$ cat config.mk
export PLATFORM = sky130hd
export DESIGN_NAME = videoFieldGate
export DESIGN_NICKNAME = d
export VERILOG_FILES = /design/src/rtl/videoGatePkg.sv /design/src/rtl/videoGateCtrl.sv /design/src/rtl/videoGateDatapath.sv /design/src/rtl/videoFieldGate.sv
export SDC_FILE = /design/constraint.sdc
export NUM_CORES = 1
export LEC_CHECK = 0
export BUFFER_PORTS_ARGS = -buffer_cell sky130_fd_sc_hd__buf_2
export CORE_MARGIN = 1.5
export CORE_UTILIZATION = 45
export DETAILED_ROUTE_END_ITERATION = 16
export GPL_ROUTABILITY_DRIVEN = 0
export PLACE_DENSITY = 0.73
export SLEW_MARGIN = 10
export SYNTH_ARGS = -nofsm -noshare
export SYNTH_HDL_FRONTEND = slang
export SYNTH_HIERARCHICAL = 1
export SYNTH_SLANG_ARGS = --single-unit
$ cat constraint.sdc
create_clock -name clk -period 1.61 [get_ports clk]
set_clock_uncertainty 0.1 [all_clocks]
set_input_delay 0.161 -clock clk [delete_from_list [all_inputs] [get_ports clk]]
set_output_delay 0.161 -clock clk [all_outputs]
set_load 0.02 [all_outputs]
$ cat src/rtl/videoGatePkg.sv
package videoGatePkg;

  localparam logic [1:0] ORDER_EVEN_FIRST = 2'd0;
  localparam logic [1:0] ORDER_ODD_FIRST  = 2'd1;

  // Per-boundary strobes from the control to the datapath
  typedef struct packed {
    logic fieldBegin;  // a new field starts this cycle
    logic passField;   // the field now starting goes to the output
    logic fieldTag;    // parity label to attach to that field
  } gateStrobe_t;

  // Open the stream on this effective parity?
  function automatic logic startAllowed(input logic isInterlaced,
                                        input logic [1:0] order,
                                        input logic effParity);
    logic eitherOrder;
    eitherOrder = order[1];
    if (!isInterlaced && order == ORDER_ODD_FIRST) return 1'b0;
    if (eitherOrder) return 1'b1;
    return effParity == (order == ORDER_ODD_FIRST);
  endfunction

  // Close the stream after a passed field of this parity?
  function automatic logic endAllowed(input logic isInterlaced,
                                      input logic [1:0] order,
                                      input logic lastTag);
    if (!isInterlaced || order[1]) return 1'b1;
    return lastTag == (order == ORDER_EVEN_FIRST);
  endfunction

endpackage

$ cat src/rtl/videoGateCtrl.sv
module videoGateCtrl
  import videoGatePkg::*;
(
  input  logic        clk,
  input  logic        rstN,
  input  logic        ctrlWrEn,
  input  logic        ctrlWrData,
  input  logic        interlaced,
  input  logic [1:0]  fieldOrder,
  input  logic        inFieldStart,
  input  logic        inFieldParity,
  output logic        ctrlBit,
  output logic        statusRunning,
  output gateStrobe_t strobe
);

  logic enableReg;
  logic running;
  logic lastTag;
  logic effParity;
  logic blockedMode;
  logic canStart;
  logic canEnd;
  logic passNow;
  logic runNext;

  assign effParity   = interlaced ? inFieldParity : 1'b0;
  assign blockedMode = !interlaced && (fieldOrder == ORDER_ODD_FIRST);
  assign canStart    = startAllowed(interlaced, fieldOrder, effParity);
  assign canEnd      = endAllowed(interlaced, fieldOrder, lastTag);

  // Decision taken at each field boundary
  always_comb begin
    passNow = 1'b0;
    runNext = running;
    if (inFieldStart) begin
      if (!running) begin
        if (enableReg && canStart) begin
          runNext = 1'b1;
          passNow = 1'b1;
        end
      end else if (blockedMode || (!enableReg && canEnd)) begin
        runNext = 1'b0;
      end else begin
        passNow = 1'b1;
      end
    end
  end

  always_ff @(posedge clk) begin
    if (!rstN) begin
      enableReg <= 1'b0;
      running   <= 1'b0;
      lastTag   <= 1'b0;
    end else begin
      if (ctrlWrEn) enableReg <= ctrlWrData;
      running <= runNext;
      if (passNow) lastTag <= effParity;
    end
  end

  assign ctrlBit           = enableReg;
  assign statusRunning     = running;
  assign strobe.fieldBegin = inFieldStart;
  assign strobe.passField  = passNow;
  assign strobe.fieldTag   = effParity;

  AST_STATUS_AT_BOUNDARY: assert property (@(posedge clk) disable iff (!rstN)
    !inFieldStart |=> $stable(statusRunning));

  AST_ODD_FIRST_OPEN: assert property (@(posedge clk) disable iff (!rstN)
    (inFieldStart && !statusRunning && interlaced &&
     fieldOrder == ORDER_ODD_FIRST && !inFieldParity) |=> !statusRunning);

  AST_EVEN_FIRST_OPEN: assert property (@(posedge clk) disable iff (!rstN)
    (inFieldStart && !statusRunning && interlaced &&
     fieldOrder == ORDER_EVEN_FIRST && inFieldParity) |=> !statusRunning);

  AST_PROGRESSIVE_ODD_SILENT: assert property (@(posedge clk) disable iff (!rstN)
    (!statusRunning && !interlaced && fieldOrder == ORDER_ODD_FIRST)
      |=> !statusRunning);

endmodule

$ cat src/rtl/videoGateDatapath.sv
module videoGateDatapath
  import videoGatePkg::*;
#(
  parameter int DATA_W = 8
) (
  input  logic              clk,
  input  logic              rstN,
  input  gateStrobe_t       strobe,
  input  logic              inValid,
  input  logic [DATA_W-1:0] inData,
  output logic              outValid,
  output logic              outSop,
  output logic              outEop,
  output logic              outField,
  output logic [DATA_W-1:0] outData
);

  logic              passReg;
  logic              tagReg;
  logic              sopNext;
  logic              holdValid;
  logic              holdSop;
  logic              holdTag;
  logic [DATA_W-1:0] holdData;

  // One sample is held back so the field's last sample can be marked
  always_ff @(posedge clk) begin
    if (!rstN) begin
      passReg   <= 1'b0;
      tagReg    <= 1'b0;
      sopNext   <= 1'b0;
      holdValid <= 1'b0;
      holdSop   <= 1'b0;
      holdTag   <= 1'b0;
      holdData  <= '0;
      outValid  <= 1'b0;
      outSop    <= 1'b0;
      outEop    <= 1'b0;
      outField  <= 1'b0;
      outData   <= '0;
    end else begin
      outValid <= 1'b0;
      outSop   <= 1'b0;
      outEop   <= 1'b0;
      if (strobe.fieldBegin) begin
        if (holdValid) begin
          outValid <= 1'b1;
          outSop   <= holdSop;
          outEop   <= 1'b1;
          outField <= holdTag;
          outData  <= holdData;
        end
        holdValid <= 1'b0;
        passReg   <= strobe.passField;
        tagReg    <= strobe.fieldTag;
        sopNext   <= 1'b1;
        if (inValid && strobe.passField) begin
          holdValid <= 1'b1;
          holdSop   <= 1'b1;
          holdTag   <= strobe.fieldTag;
          holdData  <= inData;
          sopNext   <= 1'b0;
        end
      end else if (inValid && passReg) begin
        if (holdValid) begin
          outValid <= 1'b1;
          outSop   <= holdSop;
          outEop   <= 1'b0;
          outField <= holdTag;
          outData  <= holdData;
        end
        holdValid <= 1'b1;
        holdSop   <= sopNext;
        holdTag   <= tagReg;
        holdData  <= inData;
        sopNext   <= 1'b0;
      end
    end
  end

  AST_EOP_AFTER_BOUNDARY: assert property (@(posedge clk) disable iff (!rstN)
    (outValid && outEop) |-> $past(strobe.fieldBegin));

  AST_MARKERS_NEED_VALID: assert property (@(posedge clk) disable iff (!rstN)
    (outSop || outEop) |-> outValid);

endmodule

$ cat src/rtl/videoFieldGate.sv
module videoFieldGate
  import videoGatePkg::*;
#(
  parameter int DATA_W = 8
) (
  input  logic              clk,
  input  logic              rstN,
  input  logic              ctrlWrEn,
  input  logic              ctrlWrData,
  output logic              ctrlBit,
  output logic              statusRunning,
  input  logic              interlaced,
  input  logic [1:0]        fieldOrder,
  input  logic              inValid,
  input  logic              inFieldStart,
  input  logic              inFieldParity,
  input  logic [DATA_W-1:0] inData,
  output logic              outValid,
  output logic              outSop,
  output logic              outEop,
  output logic              outField,
  output logic [DATA_W-1:0] outData
);

  gateStrobe_t strobe;

  videoGateCtrl u_ctrl (
    .clk          (clk),
    .rstN         (rstN),
    .ctrlWrEn     (ctrlWrEn),
    .ctrlWrData   (ctrlWrData),
    .interlaced   (interlaced),
    .fieldOrder   (fieldOrder),
    .inFieldStart (inFieldStart),
    .inFieldParity(inFieldParity),
    .ctrlBit      (ctrlBit),
    .statusRunning(statusRunning),
    .strobe       (strobe)
  );

  videoGateDatapath #(.DATA_W(DATA_W)) u_datapath (
    .clk     (clk),
    .rstN    (rstN),
    .strobe  (strobe),
    .inValid (inValid),
    .inData  (inData),
    .outValid(outValid),
    .outSop  (outSop),
    .outEop  (outEop),
    .outField(outField),
    .outData (outData)
  );

endmodule

==> reports/metrics.yaml, run 1 <==
status: "complete, but fails checks"
violations: "negative setup slack"
cap_violations: 0
rsz0062_at_grt: "true"
timing.hold.ws_ps: 29.3
power.total_mw: 1.33
setup_slack_ps: -67.1
powerDensity_mw_per_mm2: 818
crit_chain: "xor2_1 > a21oi_1 > o21a_1 > mux2i_1 > nand2b_4 > mux2_4"
ys_warn_count: 6
antenna_found_initial: 0
routedWlPerCell_um: 11.7
clkPwrFrac: 0.346
cts-root-buf: "clkbuf_4"
most-common-layout-cells: "buf_2 (31), nand2_1 (29), dfxtp_1 (26), mux2i_1 (22), buf_4 (13)"
dieArea_sq_mm: 0.00297
fin_nets: 194
crit_type: "register to register"
switchingPower_mw: 0.314
synth.avg_cell_area_sq_um: 9.78
detailed_place_hpwl_mm: 1.59
vias: 976
leakage_nw: 0.859
grt_overflow: 0
synth_nets: 140
drt_wl_total_mm: 2.41
cp_max_fo: 3
crit_required_ps: 1740
n_antenna_cell: 0
clk_path_buf_depth: 2
grt_pass1_wl_mm: 3.78
switching_share: 0.236
crit_arrival_ps: 1810
min-delay-path-class: "input port to register"
slew_violations: 0
fmax_mhz: 596
insertion_delay_ps: 330
die_w_um: 54.5
slowest_stage: "dfxtp_2"
n_fill_cell: 211
worst-slew-pin-transition_ps: 369
drive_gt1_frac: 0.350
synth-seq-cells: 29
cpPeakStageDelay_ps: 340
ir_drop_mv: 0.632
grt_max_degree: 23
worst-path-buf-inv: 0
endpoint_kind: "register"
cts_buffers: 5
htree_levels: 2
first_global_vias: 860
clk_pin_slew_ps: 90
yosysSeqAreaShare: 0.486
p_int_mw: 1.02
combPwrFrac: 0.104
antenna_left: 0
start_kind: "register"
hold_violations: 0
cpLargestDelayFamily: "multiplexers"
period_share: 1.04
dp_slack_ps: -76.2
drt_iter0_drc: 9
vias_per_cell: 4.71
period_minus_slack_ps: 1680
netlist_area_sq_mm: 0.00119
cts.sinks: 29
track_usage: 0.185
io_buffers: 31
ioPinCount: 32
fp.dieH_um: 54.5
areaGrowthSynthToFinish_pct: 36.2
initial_utilization: 0.477
route.detailed.drc: 0
placed_area_sq_mm: 0.00140
synth_cell_types: 27
setup_viol: 11
power_frac_seq: 0.551
final_common_cell: "buf_2"
core-area_sq_mm: 0.00250
postLayoutCellArea_sq_mm: 0.00163
num_rows: 18
relSlewSlack: 0.754
dr.pass1.iters: 4
synth_cells: 122
cts_tree: "built"
## worst register-to-register path: cells and delay by family, from the launching register on
| kind | cells | cell delay [ps] |
|---|---|---|
| flops | 1 | 340 |
| simple gates | 1 | 200 |
| mux | 2 | 480 |
| xor+xnor | 1 | 150 |
| compound gates | 2 | 310 |
## Yosys cell counts
cell	n	area share
o211ai_2	1	0.010
o21ai_0	2	0.0084
and2b_1	1	0.0063
dfxtp_1	29	0.49
inv_1	3	0.0094
o21ai_2	1	0.0073
and3_1	1	0.0052
mux2i_1	22	0.18
o21a_1	2	0.013
a21oi_1	3	0.013
nand3_1	1	0.0042
buf_4	5	0.031
nand2_1	29	0.091
xor2_1	1	0.0073
buf_6	1	0.0094
clkbuf_1	2	0.0063
a211oi_1	1	0.0063
nor2b_1	2	0.010
nand2b_4	1	0.012
nor3_1	2	0.0084
o2111ai_1	1	0.0073
nor2_1	4	0.013
mux2_2	1	0.0094
or3_1	1	0.0052
buf_8	1	0.013
a21o_2	1	0.0073
and2_1	3	0.016
## flip-flops by register name (all words and copies together), names as in the netlist
name,cells
u_datapath/outField,1
u_datapath/outData,8
u_datapath/outSop,1
u_ctrl/lastTag,1
u_datapath/outEop,1
u_datapath/tagReg,1
u_ctrl/statusRunning,1
u_datapath/holdData,8
u_datapath/sopNext,1
u_datapath/holdSop,1
u_datapath/outValid,1
u_datapath/passReg,1
u_datapath/holdValid,1
u_datapath/holdTag,1
u_ctrl/ctrlBit,1
## metrics by stage
| step | utilization | cells | TNS, ps |
|---|---|---|---|
| 2_1_floorplan | - | 122 | -356 |
| 3_3_place_gp | 0.562 | 183 | 0 |
| 3_5_place_dp | 0.562 | 183 | -458 |
| 4_1_cts | 0.644 | 207 | -352 |
| 5_1_grt | 0.650 | 207 | -1750 |
| 6_report | 0.650 | 207 | -281 |
## final cells by class
cell class | count | area (sq um) | area share
Sequential cell | 29 | 587 | 0.361
Multi-Input combinational cell | 81 | 547 | 0.336
Timing Repair Buffer | 56 | 384 | 0.236
Clock buffer | 8 | 58.8 | 0.0362
Tap cell | 30 | 37.5 | 0.0231
Inverter | 3 | 11.3 | 0.00693
## routing by layer
metal	global-route usage	wire (um)	vias up
met2	0.307	1170	18
met1	0.212	1100	438
met3	0.0847	115	2
met5	0	0	-
li1	-	-	518
met4	0.0500	32	0
## cell families after synthesis
family / share of synthesized area
flip-flops: 0.486
AND/OR/NAND/NOR: 0.171
buffers and inverters: 0.0692
XOR/XNOR: 0.00734
AO/OA/AOI/OAI: 0.0723
multiplexers: 0.194
## power groups by stage
stage	Clock (mW)	Combinational, mW	Sequential [mW]
4_1_cts	0.469	0.133	0.732
5_1_grt	0.506	0.151	0.733
2_1_floorplan	0	0.0619	0.752
3_3_place_gp	0	0.104	0.748
6_report	0.460	0.138	0.732
3_5_place_dp	0	0.107	0.749
## path summary, 6_finish.rpt
path	from	end	slack, ps	cells after the start
setup reg to reg	u_ctrl/lastTag$_SDFFE_PN0P_	u_datapath/holdTag$_SDFFE_PN0P_	-70	6
setup / recovery	u_ctrl/lastTag$_SDFFE_PN0P_	u_datapath/holdTag$_SDFFE_PN0P_	-70	6
hold reg to reg	u_datapath/holdSop$_SDFFE_PN0P_	u_datapath/outSop$_SDFF_PN0_	340	2
hold / removal	inValid	u_datapath/holdValid$_SDFFE_PN0P_	30	3
## timing repair
| action | in CTS | in global routing |
|---|---|---|
| hold buffers | 10 | 0 |
| pin swaps | 1 | 3 |
| resized for setup | 1 | 4 |
| endpoints found under the setup margin | 10 | 13 |
| endpoints found under the hold margin | 9 | 0 |
| buffers inserted | 6 | 2 |
Power figures use the tool's default switching activity.
==> inputs of run 2 (changes only) <==
--- a/config.mk
+++ b/config.mk
@@ -11,6 +11,7 @@
 export DETAILED_ROUTE_END_ITERATION = 16
 export GPL_ROUTABILITY_DRIVEN = 0
 export PLACE_DENSITY = 0.73
+export REMOVE_ABC_BUFFERS = 1
 export SLEW_MARGIN = 10
 export SYNTH_ARGS = -nofsm -noshare
 export SYNTH_HDL_FRONTEND = slang
==> run 2 against run 1 <==
Net effect: the run still ends with negative setup slack left; final cell count down 3.9%; clock power down 7.4%; critical path depth unchanged; fmax down 0.67%; global-route usage down 0.59 points; sequential share of layout area up 1.3 points; non-clock buffer count down 7; wire length down 9.1%; first-iteration DRC count down 56%; utilization down 2.6 points; via count down 0.51%; combinational power down 9%; critical endpoint unchanged; largest cell class unchanged.
==> reports/metrics.yaml, run 2 (synthesis results as in run 1) <==
cts_tree: "built"
dr.pass1.iters: 3
num_rows: 18
leakage_nw: 0.818
crit_arrival_ps: 1790
core-area_sq_mm: 0.00250
slew_violations: 0
final_common_cell: "buf_2"
endpoint_kind: "register"
cap_violations: 0
cts_buffers: 5
htree_levels: 2
drt_wl_total_mm: 2.19
ir_drop_mv: 0.633
status: "complete, but fails checks"
insertion_delay_ps: 310
antenna_left: 0
first_global_vias: 931
crit_type: "register to register"
hold_violations: 0
n_antenna_cell: 0
final_cells: 199
routedWlPerCell_um: 11.0
grt_max_degree: 25
route.detailed.drc: 0
powerDensity_mw_per_mm2: 823
timing.hold.ws_ps: 32.3
fin_nets: 187
min-delay-path-class: "input port to register"
fp.dieH_um: 54.5
placed_cells: 181
drive_gt1_frac: 0.331
dp_slack_ps: -82.4
dieArea_sq_mm: 0.00297
fmax_mhz: 592
cp_max_fo: 3
vias_per_cell: 4.88
start_kind: "register"
vias: 971
final_util: 0.624
tns_ps: -415
setup_slack_ps: -78.5
clk_pin_slew_ps: 80
track_usage: 0.179
period_share: 1.05
crit_required_ps: 1710
detailed_place_hpwl_mm: 1.58
grt_overflow: 0
clk_path_buf_depth: 2
die_w_um: 54.5
drt_iter0_drc: 4
cts.sinks: 29
worst-slew-pin-transition_ps: 221
grt_pass1_wl_mm: 3.65
rsz0062_at_grt: "true"
period_minus_slack_ps: 1690
areaGrowthSynthToFinish_pct: 30.7
ioPinCount: 32
antenna_found_initial: 0
most-common-layout-cells: "buf_2 (31), nand2_1 (29), dfxtp_1 (27), mux2i_1 (22), dlygate4sd3_1 (9)"
io_buffers: 31
relSlewSlack: 0.848
largest_registers: "u_datapath/holdData (8), u_datapath/outData (8)"
initial_utilization: 0.477
setup_viol: 10
violations: "negative setup slack"
cts-root-buf: "clkbuf_4"
[run 2: changes by cell type in the layout (fill, tap and decap cells not counted), sizes merged]
| cell | previous run | this run |
|---|---|---|
| buf | 46 | 40 |
| dlygate4sd3 | 10 | 9 |
| clkbuf | 8 | 7 |
[run 2: through the flow]
step	power [mW]	area (sq um)
6_report	1.28	1560
3_3_place_gp	0.848	1370
2_1_floorplan	0.793	1120
5_1_grt	1.35	1560
3_5_place_dp	0.852	1370
4_1_cts	1.30	1540
[run 2: routing by layer]
layer	GRT usage	vias up	part of all wire
met2	0.317	26	0.49
met3	0.0765	5	0.064
met1	0.177	441	0.43
met4	0.0875	0	0.019
met5	0	-	0
li1	-	499	-
[run 2: critical path, stage by stage, from the launching register on]
cell      delay (ps)
dfxtp_2          340
xor2_2           160
a21oi_2           80
o21a_1           180
mux2i_1          210
nand2b_4         200
mux2_4           300
[run 2: layout make-up]
class,instances,area [sq um]
Clock buffer,7,55.1
Fill cell,221,940
Timing Repair Buffer,49,324
Tap cell,30,37.5
Multi-Input combinational cell,81,549
Inverter,3,11.3
Sequential cell,29,583
[run 2: worst paths after layout]
path                                                      start                         endpoint  slack, ps  depth (start not counted)
worst min register to register  u_datapath/holdSop$_SDFFE_PN0P_     u_datapath/outSop$_SDFF_PN0_        350                          2
worst min-delay path                                   ctrlWrEn      u_ctrl/ctrlBit$_SDFFE_PN0P_         30                          3
worst max-delay path                u_ctrl/lastTag$_SDFFE_PN0P_  u_datapath/holdTag$_SDFFE_PN0P_        -80                          6
worst max register to register      u_ctrl/lastTag$_SDFFE_PN0P_  u_datapath/holdTag$_SDFFE_PN0P_        -80                          6
[run 2: repair_timing]
item,CTS,global route
resized for setup,5,5
hold buffers,9,0
pin swaps,2,1
setup endpoints to repair,11,12
setup buffers,1,1
hold endpoints to repair,9,0
[run 2: power breakdown]
group	internal, mW	total (mW)	leakage (nW)	switching (mW)
Combinational	0.0646	0.125	0.551	0.0607
Clock	0.206	0.426	0.0314	0.220
Sequential	0.727	0.733	0.235	0.00536
==> inputs of run 3 (changes only) <==
--- a/config.mk
+++ b/config.mk
@@ -6,6 +6,7 @@
 export NUM_CORES = 1
 export LEC_CHECK = 0
 export BUFFER_PORTS_ARGS = -buffer_cell sky130_fd_sc_hd__buf_2
+export CAP_MARGIN = 20
 export CORE_MARGIN = 1.5
 export CORE_UTILIZATION = 45
 export DETAILED_ROUTE_END_ITERATION = 16
@@ -15,5 +16,4 @@
 export SLEW_MARGIN = 10
 export SYNTH_ARGS = -nofsm -noshare
 export SYNTH_HDL_FRONTEND = slang
-export SYNTH_HIERARCHICAL = 1
 export SYNTH_SLANG_ARGS = --single-unit
==> run 3 against run 2 <==
Net effect: the flow finishes with violations (negative hold slack); clock power is 2% higher; sequential power is 2% higher; fmax is 8.3% higher; largest cell class unchanged.
==> reports/metrics.yaml, run 3 <==
status: "complete, but fails checks"
violations: "negative hold slack"
io_buffers: 31
timing.hold.ws_ps: -2.74
power.total_mw: 1.34
ioPinCount: 32
num_rows: 18
cts_tree: "built"
most-common-layout-cells: "buf_2 (31), dfxtp_1 (28), nand2_1 (24), mux2i_1 (20), nor2b_1 (10)"
crit_type: "register to register"
worst-slew-pin-transition_ps: 531
final_common_cell: "buf_2"
route.detailed.drc: 0
rsz0062_at_grt: "false"
grt_pass1_wl_mm: 3.44
crit_arrival_ps: 1660
switchingPower_mw: 0.313
vias: 918
start_kind: "register"
crit_required_ps: 1710
cts_setup_buffers: 0
insertion_delay_ps: 320
tns_ps: 0
fmax_mhz: 642
cts_buffers: 5
ys_warn_count: 0
synth_cell_types: 22
vias_per_cell: 4.86
dieArea_sq_mm: 0.00284
yosysSeqAreaShare: 0.509
synth-edff-count: 0
synth_top_area_share: 0.509
n_antenna_cell: 0
p_int_mw: 1.02
clkPwrFrac: 0.324
min-delay-path-class: "input port to register"
synth_cells: 114
core-area_sq_mm: 0.00243
synth_area_leaders: "dfxtp_1 (51%), mux2i_1 (18%), nand2_1 (7.9%), nor2b_1 (5.5%), o311a_4 (1.9%)"
track_usage: 0.176
period_minus_slack_ps: 1560
hold_violations: 1
period_share: 0.968
areaGrowthSynthToFinish_pct: 33.6
initial_utilization: 0.469
cts-root-buf: "clkbuf_4"
dp_slack_ps: -32.5
async_reset_ff_frac: 0
antenna_found_initial: 0
switching_share: 0.234
setup_viol: 0
placed_cells: 174
drt_wl_total_mm: 2.20
dr.pass1.iters: 4
first_global_vias: 806
clk_pin_slew_ps: 80
drt_iter0_drc: 13
powerDensity_mw_per_mm2: 877
drive_gt1_frac: 0.314
cp_max_fo: 5
grt_overflow: 0
htree_levels: 2
detailed_place_hpwl_mm: 1.45
synth.avg_cell_area_sq_um: 10.0
antenna_left: 0
slew_violations: 0
cts.sinks: 29
die_w_um: 53.3
leakage_nw: 0.717
final_util: 0.626
grt_max_degree: 37
postLayoutCellArea_sq_mm: 0.00152
power_frac_seq: 0.563
fin_nets: 177
cap_violations: 0
yosysMostFrequentCell: "dfxtp_1"
ys.flop_type: "dfxtp_1"
synth_top_area_cell: "dfxtp_1"
synth_common_cells: "dfxtp_1 (29), nand2_1 (24), mux2i_1 (20)"
synth-seq-cells: 29
largest_registers: "u_datapath.holdData (8), u_datapath.outData (8)"
fp.dieH_um: 53.3
relSlewSlack: 0.646
placed_area_sq_mm: 0.00134
clk_path_buf_depth: 2
netlist_area_sq_mm: 0.00114
ir_drop_mv: 0.620
endpoint_kind: "register"
routedWlPerCell_um: 11.7
combPwrFrac: 0.114
setup_slack_ps: 51.2
final_cells: 189
==> run 3: critical path, cell delays in order, from the launching register on <==
cell and delay (ps):
dfxtp_4 370, o311a_4 320, o311a_4 380, buf_4 160
mux2i_1 110
==> run 3: layout make-up <==
cell class,instances,area [sq um]
Multi-Input combinational cell,78,566
Fill cell,230,910
Tap cell,30,37.5
Clock buffer,7,55.1
Sequential cell,29,584
Inverter,1,3.75
Timing Repair Buffer,44,277
==> run 3: per-layer routing <==
layer  wire length, um  global-route usage
met3               149              0.0932
met2              1040               0.282
met1              1010               0.195
met4                 7              0.0641
met5                 0                   0
==> run 3: logic make-up after synthesis <==
kind of cell | count (synthesis) | share of synthesized area
buf+inv | 7 | 0.0307
flops | 29 | 0.509
mux | 21 | 0.186
compound gates | 11 | 0.0812
simple gates | 45 | 0.186
xor+xnor | 1 | 0.00769
==> run 3: power groups by stage <==
stage                     combinational [mW]  clock, mW  sequential, mW
after global placement                 0.123          0           0.767
after floorplan                       0.0624          0           0.771
after detailed placement               0.127          0           0.768
final                                  0.152      0.433           0.751
after global routing                   0.164      0.494           0.754
after CTS                              0.143      0.453           0.752
==> run 3: final timing paths <==
kind                                                         from                               to  slack, ps  depth (start not counted)
worst max-delay path            u_ctrl.statusRunning$_SDFFE_PN0P_  u_datapath.holdSop$_SDFFE_PN0P_         50                          4
worst min-delay path                                   ctrlWrData      u_ctrl.ctrlBit$_SDFFE_PN0P_         -3                          3
worst max register to register  u_ctrl.statusRunning$_SDFFE_PN0P_  u_datapath.holdSop$_SDFFE_PN0P_         50                          4
worst min register to register    u_datapath.holdSop$_SDFFE_PN0P_  u_datapath.holdSop$_SDFFE_PN0P_        360                          2
==> run 3: repair_timing <==
item	in CTS	in global routing
setup endpoints to repair	10	10
gates resized for setup	1	7
endpoints found under the hold margin	8	0
hold buffers	8	0
pin swaps	1	1
